`config.mk`:
```
export PLATFORM = sky130hd
export DESIGN_NAME = tmr_chan_status
export DESIGN_NICKNAME = d
export VERILOG_FILES = /design/src/rtl/tmr_chan_status.sv
export SDC_FILE = /design/constraint.sdc
export NUM_CORES = 1
export LEC_CHECK = 0
export BUFFER_PORTS_ARGS = -buffer_cell sky130_fd_sc_hd__buf_4
export CAP_MARGIN = 15
export CORE_MARGIN = 2
export CORE_UTILIZATION = 48
export DETAILED_ROUTE_END_ITERATION = 10
export PLACE_DENSITY = 0.75
export SLEW_MARGIN = 20
export SYNTH_ARGS = -nofsm -noshare
export SYNTH_HDL_FRONTEND = slang
export SYNTH_SLANG_ARGS = --single-unit
```
`constraint.sdc`:
```
create_clock -name clk -period 2 [get_ports clk]
set_input_delay 0.3 -clock clk [delete_from_list [all_inputs] [get_ports clk]]
set_output_delay 0.3 -clock clk [all_outputs]
set_load 0.02 [all_outputs]
```
`src/rtl/tmr_chan_status.sv`:
```
module tmr_chan_status #(
  parameter int CW = 16
) (
  input  logic          clk,
  input  logic          rst_n,
  input  logic          cnt_en,
  input  logic          cnt_up,
  input  logic          cnt_ld,
  input  logic [CW-1:0] wdata,
  input  logic          gr_wr_a,
  input  logic          gr_wr_b,
  input  logic          mode_a_cap,
  input  logic          mode_b_cap,
  input  logic          cap_a_in,
  input  logic          cap_b_in,
  input  logic          st_rd,
  input  logic          st_wr,
  input  logic [7:0]    st_wdata,
  input  logic          dma_ack_a,
  input  logic          ie_a,
  input  logic          ie_b,
  input  logic          ie_ovf,
  input  logic          ie_unf,
  output logic [CW-1:0] cnt_q,
  output logic [CW-1:0] gr_a_q,
  output logic [CW-1:0] gr_b_q,
  output logic [7:0]    stat_rdata,
  output logic          irq_a,
  output logic          irq_b,
  output logic          irq_ovf,
  output logic          irq_unf
);
  localparam logic [CW-1:0] CNT_MAX = '1;
  localparam int NGR = 2;
  // flag vector order: [3]=underflow [2]=overflow [1]=B [0]=A
  localparam int NFLG = 4;

  logic [CW-1:0] cnt;
  logic          dir_q;
  logic          step;
  logic          wrap_hi, wrap_lo;

  logic [CW-1:0] gr [NGR];
  logic [NGR-1:0] cap_mode, cap_in, cap_q, gr_wr, match, match_q, cap_evt, gr_set;

  logic [NFLG-1:0] flg, arm, set_v, wbit, clr_v;
  logic unused_wbits;

  assign step    = cnt_en & ~cnt_ld;
  assign wrap_hi = step &  cnt_up & (cnt == CNT_MAX);
  assign wrap_lo = step & ~cnt_up & (cnt == '0);

  always_ff @(posedge clk) begin
    if (!rst_n) begin
      cnt   <= '0;
      dir_q <= 1'b1;
    end else begin
      dir_q <= cnt_up;
      if (cnt_ld)
        cnt <= wdata;
      else if (cnt_en)
        cnt <= cnt_up ? cnt + 1'b1 : cnt - 1'b1;
    end
  end

  assign cap_mode = {mode_b_cap, mode_a_cap};
  assign cap_in   = {cap_b_in, cap_a_in};
  assign gr_wr    = {gr_wr_b, gr_wr_a};

  for (genvar g = 0; g < NGR; g++) begin : g_gr
    assign match[g]   = ~cap_mode[g] & (cnt == gr[g]);
    assign cap_evt[g] =  cap_mode[g] & cap_in[g] & ~cap_q[g];
    assign gr_set[g]  = cap_evt[g] | (match[g] & ~match_q[g]);

    always_ff @(posedge clk) begin
      if (!rst_n) begin
        gr[g]      <= '0;
        cap_q[g]   <= 1'b0;
        match_q[g] <= 1'b1;
      end else begin
        cap_q[g]   <= cap_in[g];
        match_q[g] <= match[g];
        if (cap_evt[g])
          gr[g] <= cnt;
        else if (gr_wr[g])
          gr[g] <= wdata;
      end
    end
  end

  assign set_v = {wrap_lo, wrap_hi, gr_set[1], gr_set[0]};
  assign wbit  = {st_wdata[5], st_wdata[4], st_wdata[1], st_wdata[0]};
  assign clr_v = (st_wr ? (arm & ~wbit) : '0) | {{(NFLG-1){1'b0}}, dma_ack_a};
  assign unused_wbits = ^{st_wdata[7:6], st_wdata[3:2]};

  always_ff @(posedge clk) begin
    if (!rst_n) begin
      flg <= '0;
      arm <= '0;
    end else begin
      flg <= set_v | (flg & ~clr_v);
      if (st_wr)
        arm <= '0;
      else if (st_rd)
        arm <= arm | flg;
      else
        arm <= arm & flg;
    end
  end

  assign cnt_q      = cnt;
  assign gr_a_q     = gr[0];
  assign gr_b_q     = gr[1];
  assign stat_rdata = {dir_q, 1'b1, flg[3], flg[2], 2'b00, flg[1], flg[0]};

  assign irq_a   = flg[0] & ie_a;
  assign irq_b   = flg[1] & ie_b;
  assign irq_ovf = flg[2] & ie_ovf;
  assign irq_unf = flg[3] & ie_unf;
endmodule

```
==> flow_metrics.env <==
export IMPL_synthDistinctLibCells=47
export IMPL_synth_simple_area_share_pct=18.14
export IMPL_cts_root_buf="clkbuf_8"
export IMPL_status="complete, no violations"
export IMPL_routed_wl_um=11460
export IMPL_ios=102
export IMPL_grt_overflow=0
export IMPL_cts_made_buffers=9
export IMPL_portBuffers=94
export IMPL_first_iter_violations=239
export IMPL_synth_compound_area_share_pct=18.54
export IMPL_layout_drive_gt1_share_pct=35.11
export IMPL_synthCells=419
export IMPL_finalSetupViolCount=0
export IMPL_fp_dieW_um=92.34
export IMPL_synth_async_reset_ratio_pct=0
export IMPL_holdWs_ps=149.5
export IMPL_syn_area_per_cell_um2=8.941
export IMPL_path_clk_slew_ps=80
export IMPL_hold_violations=0
export IMPL_p_leak_nw=2.252
export IMPL_synth_ff_type="edfxtp_1"
export IMPL_worstMarginPinSlew_ps=758.1
export IMPL_antenna_found_initial=0
export IMPL_r2r_setup_slack_ps=60
export IMPL_drv_cap=0
export IMPL_track_usage_pct=27.17
export IMPL_yosys_area_share_adder_pct=5.210
export IMPL_grt_max_degree=21
export IMPL_crit_path_end_kind="flop"
export IMPL_place_hpwl_um=8472
export IMPL_post_route_min_period_ps=1940
export IMPL_worst_hold_path_type="input port to flop"
export IMPL_ys_seq_area_share_pct=41.15
export IMPL_fin_skew_ps=10.67
export IMPL_period_share_pct=97.00
export IMPL_ys_ff_latch=61
export IMPL_ctsHoldBuffers=0
export IMPL_slew_viol_final=0
export IMPL_h_tree_depth=3
export IMPL_start_util_pct=48.99
export IMPL_antenna_cells=0
export IMPL_ir_drop_mv=0.3880
export IMPL_ys_warn_count=0
export IMPL_rsz0062_at_grt="true"
export IMPL_viasPerCell=5.765
export IMPL_first_global_vias=3587
export IMPL_relSlewSlack_pct=49.40
export IMPL_synth_top_area_share_pct=25.65
export IMPL_rows=32
export IMPL_core_um2=7647
export IMPL_cts_sinks=61
export IMPL_wire_per_inst_um=17.74
export IMPL_netlist_area_um2=3746
export IMPL_power_density_nw_per_um2=731.5
export IMPL_nNetsFinal=596
export IMPL_crit_arrival_ps=2190
export IMPL_vias=3724
export IMPL_clkLatencyLatePin_ps=360
export IMPL_finalPower_mw=3.719
export IMPL_cts_tree="yes"
export IMPL_syn_to_final_growth_pct=35.70
export IMPL_synthTopCellsByArea="edfxtp_1 26%, dfxtp_1 15%, xor2_1 6.8%"
export IMPL_die_h_um=92.34
export IMPL_dieArea_um2=8527
export IMPL_gp_congestion=0.8980
export IMPL_synth_xor_area_share_pct=10.29
export IMPL_fmax_mhz=515.5
export IMPL_synth_mux_area_share_pct=1.336
export IMPL_start_kind="flop"
export IMPL_crit_fanout=4
export IMPL_cts_max_path_buffers=2
export IMPL_drtPass1Iterations=5
export IMPL_synth_edf_count=32
export IMPL_synth_top_cell_by_area="edfxtp_1"
export IMPL_ant_nets=0
export IMPL_crit_required_ps=2250
export IMPL_cts_setup_buffers=0
export IMPL_drc=0
export IMPL_crit_type="flop to flop"
export IMPL_synth_top_family_by_area="compound AO/OA/AOI/OAI gates"
export IMPL_grt_pass1_wl_um=17820
[through the flow]
step | setup slack (ps) | std cells | setup TNS [ps] | area [um2] | utilization, %
6_report | 60.10 | 646 | 0 | 5084 | 66.48
5_1_grt | -13.39 | 646 | -23.10 | 5084 | 66.48
4_1_cts | 6.893 | 646 | 0 | 5029 | 65.76
3_5_place_dp | -242.3 | 630 | -1556 | 4842 | 63.32
3_3_place_gp | -172.8 | 630 | -955.0 | 4842 | 63.32
2_1_floorplan | -70.98 | 420 | -274.0 | 3807 | -
[flip-flops by register name, summed over array words and instances, names as in the netlist]
name,count
gr,32
cnt_q,16
arm,4
flg,4
cap_q,2
match_q,2
dir_q,1
[report_power, final]
group	internal [mW]	switching, mW	leakage (nW)	total (mW)
clock	0.439	0.536	0.0824	0.975
sequential	1.42	0.119	0.601	1.54
combinational	0.567	0.634	1.57	1.20
[repair_timing]
action,CTS,global route
cloned,0,0
resized for setup,7,17
pin swaps,2,8
setup endpoints to repair,8,10
endpoints found under the hold margin,0,0
[layer usage]
layer	up-vias	GRT usage, %	wire, um
met2	191	45.13	5541
met3	29	4.557	1022
met1	1767	35.23	4647
li1	1737	-	-
met4	0	11.07	251
met5	-	0	0
[critical path, cell delays in order, from the launching register on]
cell      delay, ps
dfxtp_4         370
ha_4            260
nor2b_4         130
o211ai_1        210
nand3b_1        170
a21oi_2         280
buf_4           160
xor2_1          150
o22ai_1          90
[area by class of cell]
class                      instances  area [um2]
inverter                           6       26.28
timing repair buffer             143        1086
tap                              102       127.6
sequential                        61        1558
fill                             621        2564
clock buffer                       9       123.9
multi-input combinational        318        2120
clock inverter                     7       42.54
[final timing paths]
path | endpoint | cells after the start | from
max | cnt_q[10]$_SDFFE_PN0P_ | 8 | cnt_q[2]$_SDFFE_PN0P_
min | cap_q[0]$_SDFF_PN0_ | 2 | cap_a_in
max reg2reg | cnt_q[10]$_SDFFE_PN0P_ | 8 | cnt_q[2]$_SDFFE_PN0P_
min reg2reg | arm[3]$_SDFF_PP0_ | 2 | arm[3]$_SDFF_PP0_
[cells in the mapped netlist, types with 2 or more instances]
cell and n:
nand2_1 58, a21oi_1 49, edfxtp_1 32, dfxtp_1 29
xor2_1 29, nor2_1 22, clkbuf_1 20, o21ai_0 16
a22o_1 15, xnor2_1 15, ha_1 14, a211oi_1 9
and2_1 8, and3_1 8, nand4_1 7, buf_2 6
inv_1 6, nand3b_1 6, nor4_1 6, mux2i_1 5
nand3_1 5, nor3_1 5, o22ai_1 5, buf_4 4
o21a_1 4, or3_1 4, o211ai_1 3, a21o_1 2
buf_1 2, buf_6 2, conb_1 2, nand2b_1 2
nor2b_1 2, nor4_2 2, o21ai_1 2, or4_1 2
[cell families after synthesis]
| family | Yosys count |
|---|---|
| other cells | 2 |
| compound gates | 112 |
| buf+inv | 41 |
| fa+ha+maj | 15 |
| simple gates | 139 |
| flops | 61 |
| mux | 5 |
| xor+xnor | 44 |
[cells in the final DEF (no fill, tap or decap), drive strengths merged, types with 3 or more instances in the layout]
master    count
a211oi        9
a21oi        49
a22o         16
and2          8
and3          8
buf         143
clkbuf        9
clkinv        5
clkinvlp      3
conb          3
dfxtp        29
edfxtp       32
ha           14
inv           5
mux2i         5
nand2        58
nand3         5
nand3b        6
nand4         7
nor2         22
nor3          5
nor4          8
o211ai        3
o21a          4
o21ai        18
o22ai         5
or3           4
xnor2        15
xor2         29
Power figures use the tool's default switching activity.
